<file path="config.mk">
export PLATFORM = sky130hd
export DESIGN_NAME = acqHostRegs
export DESIGN_NICKNAME = d
export VERILOG_FILES = /design/src/rtl/acqRegPkg.sv /design/src/rtl/acqRegCtrl.sv /design/src/rtl/acqRegData.sv /design/src/rtl/acqHostRegs.sv
export SDC_FILE = /design/constraint.sdc
export NUM_CORES = 1
export LEC_CHECK = 0
export BUFFER_PORTS_ARGS = -buffer_cell sky130_fd_sc_hd__buf_2
export CAP_MARGIN = 15
export CORE_MARGIN = 3
export CORE_UTILIZATION = 47
export CTS_CLUSTER_SIZE = 14
export DETAILED_ROUTE_END_ITERATION = 7
export PLACE_DENSITY = 0.79
export SETUP_SLACK_MARGIN = 0.1
export SLEW_MARGIN = 25
export SYNTH_ARGS = -nofsm -noshare
export SYNTH_HDL_FRONTEND = slang
export SYNTH_HIERARCHICAL = 1
export SYNTH_SLANG_ARGS = --single-unit
</file>
<file path="constraint.sdc">
create_clock -name clk -period 1.8 [get_ports clk]
set_input_delay 0.18 -clock clk [delete_from_list [all_inputs] [get_ports clk]]
set_output_delay 0.18 -clock clk [all_outputs]
set_load 0.02 [all_outputs]
</file>
<file path="src/rtl/acqRegPkg.sv">
package acqRegPkg;
  localparam int ADDR_W = 4;
  localparam int DATA_W = 8;
  localparam int DOUT_W = 4;
  localparam int MUX_W = 3;
  localparam int RANGE_W = 4;
  localparam int SCAN_W = 3;
  localparam int BANK_W = 2;
  localparam int ID_HI_W = DATA_W - BANK_W;

  localparam logic [ADDR_W-1:0] OFS_CTRL  = ADDR_W'(2);
  localparam logic [ADDR_W-1:0] OFS_RANGE = ADDR_W'(3);
  localparam logic [ADDR_W-1:0] OFS_STAT2 = ADDR_W'(7);

  typedef enum logic [BANK_W-1:0] {
    BANK_CTRL1 = 2'b00,
    BANK_CONV  = 2'b01,
    BANK_SCAN  = 2'b10,
    BANK_ID    = 2'b11
  } bankT;

  typedef enum logic [2:0] {
    RD_NONE,
    RD_STAT1,
    RD_RANGE,
    RD_STAT2,
    RD_ID
  } rdSrcT;

  typedef struct packed {
    logic wrCtrl1;
    logic wrConv;
    logic wrScan;
    logic wrRange;
    logic wrBank;
    logic wrHalf;
  } strobeT;
endpackage

</file>
<file path="src/rtl/acqRegCtrl.sv">
module acqRegCtrl
  import acqRegPkg::*;
(
  input  logic              clk,
  input  logic              rstN,
  input  logic              wrEn,
  input  logic              rdEn,
  input  logic [ADDR_W-1:0] addr,
  input  logic              wrBit7,
  input  bankT              bankSel,
  output strobeT            strb,
  output rdSrcT             rdSrc
);

  always_comb begin
    strb = '0;
    if (wrEn) begin
      unique case (addr)
        OFS_CTRL: begin
          unique case (bankSel)
            BANK_CTRL1: strb.wrCtrl1 = 1'b1;
            BANK_CONV:  strb.wrConv  = 1'b1;
            BANK_SCAN:  strb.wrScan  = 1'b1;
            default:    ;
          endcase
        end
        OFS_RANGE: begin
          strb.wrHalf = 1'b1;
          if (wrBit7) strb.wrBank = 1'b1;
          else        strb.wrRange = 1'b1;
        end
        default: ;
      endcase
    end
  end

  always_comb begin
    rdSrc = RD_NONE;
    if (rdEn) begin
      unique case (addr)
        OFS_CTRL:  rdSrc = RD_STAT1;
        OFS_RANGE: rdSrc = RD_RANGE;
        OFS_STAT2: rdSrc = (bankSel == BANK_ID) ? RD_ID : RD_STAT2;
        default:   rdSrc = RD_NONE;
      endcase
    end
  end

  // At most one register target per write cycle
  p_steer_onehot_r2: assert property (@(posedge clk) disable iff (!rstN)
    $onehot0({strb.wrCtrl1, strb.wrConv, strb.wrScan, strb.wrRange, strb.wrBank}));

  // No strobe reaches a register for offsets other than 2 and 3
  p_foreign_quiet_r5: assert property (@(posedge clk) disable iff (!rstN)
    (addr != OFS_CTRL && addr != OFS_RANGE) |-> (strb == '0));

endmodule

</file>
<file path="src/rtl/acqRegData.sv">
module acqRegData
  import acqRegPkg::*;
#(
  parameter logic [ID_HI_W-1:0] ID_HI = '0
) (
  input  logic               clk,
  input  logic               rstN,
  input  strobeT             strb,
  input  rdSrcT              rdSrc,
  input  logic [DATA_W-1:0]  wrData,
  input  logic               eocBusy,
  input  logic [2:0]         digIn,
  input  logic               irqFlag,
  input  logic               fifoOvf,
  input  logic               trigSeen,
  output logic [DATA_W-1:0]  rdData,
  output logic [DOUT_W-1:0]  digOut,
  output logic               intEnable,
  output logic [MUX_W-1:0]   muxAddr,
  output logic               hwConvEn,
  output logic               gateEn,
  output logic               scanEn,
  output logic               srcIsEoc,
  output logic               extTrigEn,
  output logic               cascadeEn,
  output logic               timebaseEn,
  output logic [SCAN_W-1:0]  scanStart,
  output logic [SCAN_W-1:0]  scanEnd,
  output logic [RANGE_W-1:0] rangeCode,
  output bankT               bankSel,
  output logic               halfFullIrqEn
);

  localparam logic [DATA_W-1:0] ID_BYTE = {ID_HI, 2'b11};

  // control register 1
  always_ff @(posedge clk) begin
    if (!rstN) begin
      digOut    <= '0;
      intEnable <= 1'b0;
      muxAddr   <= '0;
    end else if (strb.wrCtrl1) begin
      digOut    <= wrData[7:4];
      intEnable <= wrData[3];
      muxAddr   <= wrData[2:0];
    end
  end

  // conversion control
  always_ff @(posedge clk) begin
    if (!rstN) begin
      hwConvEn   <= 1'b0;
      gateEn     <= 1'b0;
      scanEn     <= 1'b0;
      srcIsEoc   <= 1'b0;
      extTrigEn  <= 1'b0;
      cascadeEn  <= 1'b0;
      timebaseEn <= 1'b0;
    end else if (strb.wrConv) begin
      hwConvEn   <= wrData[7];
      gateEn     <= wrData[5];
      scanEn     <= wrData[4];
      srcIsEoc   <= wrData[3];
      extTrigEn  <= wrData[2];
      cascadeEn  <= wrData[1];
      timebaseEn <= wrData[0];
    end
  end

  // scan limits
  always_ff @(posedge clk) begin
    if (!rstN) begin
      scanEnd   <= '0;
      scanStart <= '0;
    end else if (strb.wrScan) begin
      scanEnd   <= wrData[5:3];
      scanStart <= wrData[2:0];
    end
  end

  // range / bank byte: bit 7 gates which field may move
  always_ff @(posedge clk) begin
    if (!rstN) begin
      rangeCode     <= '0;
      bankSel       <= BANK_CTRL1;
      halfFullIrqEn <= 1'b0;
    end else begin
      if (strb.wrRange) rangeCode <= wrData[3:0];
      if (strb.wrBank)  bankSel   <= bankT'(wrData[6:5]);
      if (strb.wrHalf)  halfFullIrqEn <= wrData[4];
    end
  end

  always_comb begin
    unique case (rdSrc)
      RD_STAT1: rdData = {eocBusy, digIn, irqFlag, muxAddr};
      RD_RANGE: rdData = {scanEn, muxAddr, fifoOvf, rangeCode[2:0]};
      RD_STAT2: rdData = {hwConvEn, gateEn, intEnable, srcIsEoc,
                          trigSeen, extTrigEn, cascadeEn, timebaseEn};
      RD_ID:    rdData = ID_BYTE;
      default:  rdData = '0;
    endcase
  end

  // Range code is frozen by a bank-selecting write
  p_range_hold_r6: assert property (@(posedge clk) disable iff (!rstN)
    strb.wrBank |=> $stable(rangeCode));

  // Bank field is frozen by a range-writing write
  p_bank_hold_r6: assert property (@(posedge clk) disable iff (!rstN)
    strb.wrRange |=> $stable(bankSel));

  // Control register 1 takes the written nibble
  p_ctrl1_load_r2: assert property (@(posedge clk) disable iff (!rstN)
    strb.wrCtrl1 |=> (digOut == $past(wrData[7:4])));

  // Scan limits untouched unless their strobe fires
  p_scan_quiet_r5: assert property (@(posedge clk) disable iff (!rstN)
    !strb.wrScan |=> ($stable(scanEnd) && $stable(scanStart)));

endmodule

</file>
<file path="src/rtl/acqHostRegs.sv">
module acqHostRegs
  import acqRegPkg::*;
#(
  parameter logic [ID_HI_W-1:0] ID_HI = '0
) (
  input  logic               clk,
  input  logic               rstN,
  input  logic               wrEn,
  input  logic               rdEn,
  input  logic [ADDR_W-1:0]  addr,
  input  logic [DATA_W-1:0]  wrData,
  output logic [DATA_W-1:0]  rdData,
  input  logic               eocBusy,
  input  logic [2:0]         digIn,
  input  logic               irqFlag,
  input  logic               fifoOvf,
  input  logic               trigSeen,
  output logic [DOUT_W-1:0]  digOut,
  output logic               intEnable,
  output logic [MUX_W-1:0]   muxAddr,
  output logic               hwConvEn,
  output logic               gateEn,
  output logic               scanEn,
  output logic               srcIsEoc,
  output logic               extTrigEn,
  output logic               cascadeEn,
  output logic               timebaseEn,
  output logic [SCAN_W-1:0]  scanStart,
  output logic [SCAN_W-1:0]  scanEnd,
  output logic [RANGE_W-1:0] rangeCode,
  output logic [BANK_W-1:0]  bankSel,
  output logic               halfFullIrqEn
);

  strobeT strb;
  rdSrcT  rdSrc;
  bankT   bankQ;

  assign bankSel = bankQ;

  acqRegCtrl uCtrl (
    .clk     (clk),
    .rstN    (rstN),
    .wrEn    (wrEn),
    .rdEn    (rdEn),
    .addr    (addr),
    .wrBit7  (wrData[7]),
    .bankSel (bankQ),
    .strb    (strb),
    .rdSrc   (rdSrc)
  );

  acqRegData #(.ID_HI(ID_HI)) uData (
    .clk           (clk),
    .rstN          (rstN),
    .strb          (strb),
    .rdSrc         (rdSrc),
    .wrData        (wrData),
    .eocBusy       (eocBusy),
    .digIn         (digIn),
    .irqFlag       (irqFlag),
    .fifoOvf       (fifoOvf),
    .trigSeen      (trigSeen),
    .rdData        (rdData),
    .digOut        (digOut),
    .intEnable     (intEnable),
    .muxAddr       (muxAddr),
    .hwConvEn      (hwConvEn),
    .gateEn        (gateEn),
    .scanEn        (scanEn),
    .srcIsEoc      (srcIsEoc),
    .extTrigEn     (extTrigEn),
    .cascadeEn     (cascadeEn),
    .timebaseEn    (timebaseEn),
    .scanStart     (scanStart),
    .scanEnd       (scanEnd),
    .rangeCode     (rangeCode),
    .bankSel       (bankQ),
    .halfFullIrqEn (halfFullIrqEn)
  );

  // Identification byte always ends in 11
  p_id_low_r10: assert property (@(posedge clk) disable iff (!rstN)
    (rdEn && addr == OFS_STAT2 && bankSel == 2'b11) |-> (rdData[1:0] == 2'b11));

  // Bus is quiet without a read strobe
  p_idle_zero_r11: assert property (@(posedge clk) disable iff (!rstN)
    !rdEn |-> (rdData == '0));

endmodule

</file>
* Yosys cells after proc, flatten, opt, wreduce, memory -nomap -nowiden
Index checks and enable logic that the tools add are counted.
W data, S select, Z words.
** Word-level totals
- Word-level logic and storage cells :: 38
- Memories :: 0
- ROM bits :: 0
- Bits in registers :: 28
- Bits in writable memories :: 0
- Bits in latches :: 0
- Output and inout port bits :: 36
** Cells by class
- Shift operators :: 0
- Divide/modulo/power cells :: 0
- Eq/ne operators :: 10
- Mux-type cells :: 12
- Reductions and logical operators :: 1
- Add/sub/neg operators :: 0
- Bitwise logic cells :: 0
- Order comparisons :: 0
- Multiply operators :: 0
** Operators with widths (number)
- $pmux W8 S4 :: 1
- $mux W3 :: 4
- $pmux W3 S3 :: 1
- $eq A4 B2 Y1 const B :: 2
- $eq A3 B2 Y1 const B :: 2
- $mux W6 :: 1
- $mux W1 :: 5
- $eq A2 B2 Y1 const B :: 2
- $eq A4 B3 Y1 const B :: 1
- $eq A3 B1 Y1 const B :: 1
- $eq A3 B3 Y1 const B :: 1
- $eq A2 B1 Y1 const B :: 1
- $logic_not A2 Y1 :: 1

* Depth between registers and ports, before layout
- Depth after elaboration :: 6
- Depth in mapped cells :: 6

* By module
Netlist, hierarchy kept.
** Modules (own cells, without submodules)
- acqRegData :: area each 1272.5 um^2, times used 1, cells an instance 119
- acqRegCtrl :: area each 118.9 um^2, times used 1, cells an instance 17

* Least setup slack after synthesis
OpenSTA, ideal clock, no wires.
- Path type :: register to output
- Start point :: register uData.bankSel[1]
- End point :: output port rdData[2]
- Data arrival time :: 1.705 ns
- Path slack :: -0.085 ns
- Data required time :: 1.620 ns
- Path buffers :: 0
- Cell stages (with the launch flop) :: 5
- Cells stage by stage :: dfxtp_1 -> a21oi_1 -> o2111a_1 -> nand2b_1 -> o32ai_1
** On the way
- Longest elaborated chain between the ends :: 6
- Elaborated cells between the ends (all ways) :: 9
** Ends and longest elaborated chain
- start: declaration :: RTL line acqRegData.sv:30 : output bankT bankSel,
- start signal: assignment :: RTL line acqRegData.sv:89 : if (strb.wrBank) bankSel <= bankT'(wrData[6:5]);
- $eq A2 B2 Y1 * :: RTL line acqRegCtrl.sv:43 : OFS_STAT2: rdSrc = (bankSel == BANK_ID) ? RD_ID : RD_STAT2;
- $mux W3 * :: RTL line acqRegCtrl.sv:43
- $pmux W3 S3 * :: RTL line acqRegCtrl.sv:40 : unique case (addr)
- $mux W3 * :: RTL line acqRegCtrl.sv:39 : if (rdEn) begin
- named net rdSrc[0] :: RTL line acqHostRegs.sv:36 : rdSrcT rdSrc;
- $eq A3 B3 Y1 (tied with other cells) :: RTL line acqRegData.sv:95 : unique case (rdSrc)
- $pmux W8 S4 * :: RTL line acqRegData.sv:95
- end: declaration :: RTL line acqHostRegs.sv:12 : output logic [DATA_W-1:0] rdData,
Mark *: on every way through the listed nets, which the timed path passes. The rest lies on a longest branch.

* Worst setup path after layout
- Start point :: register uData.bankSel[1]
- End point :: output port rdData[0]
The elaborated chain is that of the path after synthesis.

==> results.py <==
metrics = {
    "sta": {
        "finClkSkew_ns": 0.0118,
        "finalHoldViolCount": 0,
        "fin_ws_ns": -0.100,
        "max_slew_margin_pct": 75.8,
        "finalCritPeriodShare_pct": 106,
        "fmax_mhz": 526,
        "period_needed_ns": 1.90,
        "grt_setup_unrepaired": "yes",
        "setup_violations": 7,
        "slew_viol_final": 0,
        "worst_pin_slew_ns": 0.364,
    },
    "flow_run": {
        "maxCapViolCount": 0,
    },
    "critical_path": {
        "cpLargestDelayFamily": "compound AO/OA/AOI/OAI gates",
        "r2r_start": "uData/bankSel[0]",
        "crit_arrival_ns": 1.72,
        "worst_r2r_path_depth": 5,
        "r2r_slack_ns": 0.42,
        "cpPeakStageDelay_ns": 0.40,
        "critPathLaunch": "uData/bankSel[1]",
        "r2r_end": "uData/digOut[0]",
        "worstPathRequired_ns": 1.62,
        "timing.critical_path.to_type": "primary output",
        "critPathLaunchType": "register",
        "path_buf_inv": 1,
        "cpMaxStageDelayCell": "dfxtp_4",
        "path_class": "reg2out",
        "crit_chain": "a21oi_2 > o2111a_2 > or3b_4 > o211ai_1 > buf_4",
        "critical_path.max_fanout": 7,
    },
    "synthesis": {
        "syn_area_per_cell_um2": 10.2,
        "ys_ff_latch": 28,
        "async_flop_share_pct": 0,
        "yosys_warnings": 6,
        "seq_area_frac_synth_pct": 40.3,
        "netlist_area_mm2": 0.00139,
        "synth-edff-count": 0,
        "synthCells": 136,
        "ys.flop_type": "dfxtp_1",
        "syn_nets": 159,
        "synth_top_area_cell": "dfxtp_1",
        "synth_top_area_share_pct": 40.3,
        "synth_area_leaders": "dfxtp_1, mux2i_1, nor2b_1",
        "synth.distinct_cells": 26,
    },
    "final_layout": {
        "fillers": 215,
        "drive_gt1_share_pct": 45.5,
        "register_area_um2": 568,
        "layout_commonest_cell": "buf_2",
        "diodes": 0,
        "layout_common_cells": "buf_2, mux2i_1, nor2b_1, dfxtp_1, buf_4",
        "nNetsFinal": 226,
        "multi_input_area_um2": 827,
        "final_cells": 233,
        "design_area_mm2": 0.00191,
        "area_growth_pct": 37.1,
    },
    "route": {
        "drc_errors": 0,
        "drtPass1Iterations": 4,
        "ant_nets": 0,
        "via_per_inst": 5.27,
        "drtIter0Drc": 32,
        "vias": 1228,
        "routed_wl_mm": 3.61,
        "wl_per_cell_um": 15.5,
    },
    "grt": {
        "antenna_found_initial": 0,
        "overflow": 0,
        "grt_start_max_net_pins": 29,
        "grt_pass1_wl_mm": 5.60,
        "grt_pass1_vias": 1205,
        "grtUsageTotal_pct": 20.5,
    },
    "clocking": {
        "cts.sinks": 28,
        "clockRootBuffer": "clkbuf_4",
        "cts.hold.buffers_added": 0,
        "clockBufferDepth": 2,
        "cts_tree": "built",
        "cts-htree-levels": 1,
        "worstSkewPairLatency_ns": 0.33,
        "cts_buffers": 3,
        "clkTransAtPathRegs_ns": 0.15,
    },
    "placement": {
        "dp_cells": 224,
        "port_buffers": 58,
        "pre_cts_slack_ns": 0.0575,
        "dp_hpwl_mm": 2.60,
        "gp_congestion": 0.794,
        "placed_area_mm2": 0.00173,
    },
    "power_and_ir_drop": {
        "p_total_mw": 1.15,
        "power-per-cell-area_mw_per_mm2": 603,
        "max-vdd-ir-drop_uv": 602,
        "p_leak_nw": 0.761,
    },
    "min_path": {
        "hold_path_class": "in2reg",
        "worstHoldStart": "wrData[6]",
        "hold_end": "uData/digOut[2]",
        "holdPathStages": 3,
    },
    "floorplanning": {
        "fp.dieH_um": 60.4,
        "die_w_um": 60.4,
        "rows": 19,
        "ios": 59,
        "die_area_mm2": 0.00365,
        "core_mm2": 0.00278,
        "initial_utilization_pct": 50.0,
    },
    "outcome": {
        "outcome": "finished, violations left",
        "violations": "setup timing",
    },
}
[what timing repair did]
action,CTS,global route
buffers inserted,5,0
endpoints found under the setup margin,8,8
resized for setup,19,3
pin swaps,4,1
[metal layers]
layer | wire, um | global-route usage [%]
met5 | 0 | 0
met4 | 63 | 7.12
met3 | 222 | 2.77
met2 | 1770 | 34.4
met1 | 1550 | 27.0
[cells by family (layout without fill, tap and decap cells)]
group           Yosys count  after routing  share of synthesized area, %
buf+inv                  14             80                          4.68
simple gates             47             47                          22.8
mux                      36             36                          25.9
flops                    28             28                          40.3
compound gates           11             11                          6.29
[tightest hold or removal path: cells and delay by family]
| kind | cells | cell delay, ns |
|---|---|---|
| mux | 1 | 0.06 |
| simple gates | 1 | 0.10 |
| buf+inv | 1 | 0.09 |
[metrics by stage]
step	TNS, ns	hold WS (ns)	utilization, %
after floorplan	0	0.308	-
after global placement	0	0.461	62.3
after detailed placement	0	0.469	62.3
after CTS	-0.480	0.127	68.0
after global routing	-1.31	0.127	68.6
final	-0.553	0.125	68.6
[worst max path at each step]
stage	to	slack (ns)	cells after the start
2_1_floorplan	rdData[2]	0.03	4
3_3_place_gp	rdData[7]	0.13	5
3_5_place_dp	rdData[7]	0.06	5
4_1_cts	rdData[0]	-0.09	5
5_1_grt	rdData[0]	-0.20	5
6_report	rdData[0]	-0.10	5
[power by group]
group | switching, mW | total [mW] | internal [mW]
Combinational | 0.0558 | 0.111 | 0.0550
Sequential | 0.00280 | 0.624 | 0.621
Clock | 0.191 | 0.416 | 0.225
[sequential cells by signal, summed over array words and instances, names as in the netlist]
signal / cells
uData/scanEn: 1
uData/extTrigEn: 1
uData/halfFullIrqEn: 1
uData/cascadeEn: 1
uData/intEnable: 1
uData/timebaseEn: 1
uData/hwConvEn: 1
uData/rangeCode: 4
uData/srcIsEoc: 1
uData/scanEnd: 3
uData/digOut: 4
uData/muxAddr: 3
uData/bankSel: 2
uData/gateEn: 1
uData/scanStart: 3
[cells in the mapped netlist, types with 2 or more instances]
master	number
o211ai_1	2
nor2_1	2
a21oi_1	2
inv_1	6
nand2b_1	2
dfxtp_1	28
mux2i_1	36
nor3b_1	2
clkbuf_1	3
nor2b_1	29
buf_2	4
o32ai_1	5
nand4bb_1	2
[cell type report]
cell class	count	share of cell area, %
multi-input cells	94	43.4
flip-flops and latches	28	29.8
repair buffers	70	20.9
well taps	31	2.03
clock inverters	1	1.57
clock buffers	3	1.18
inverters	6	1.18
Note: power is estimated with default switching activity, not from simulation.
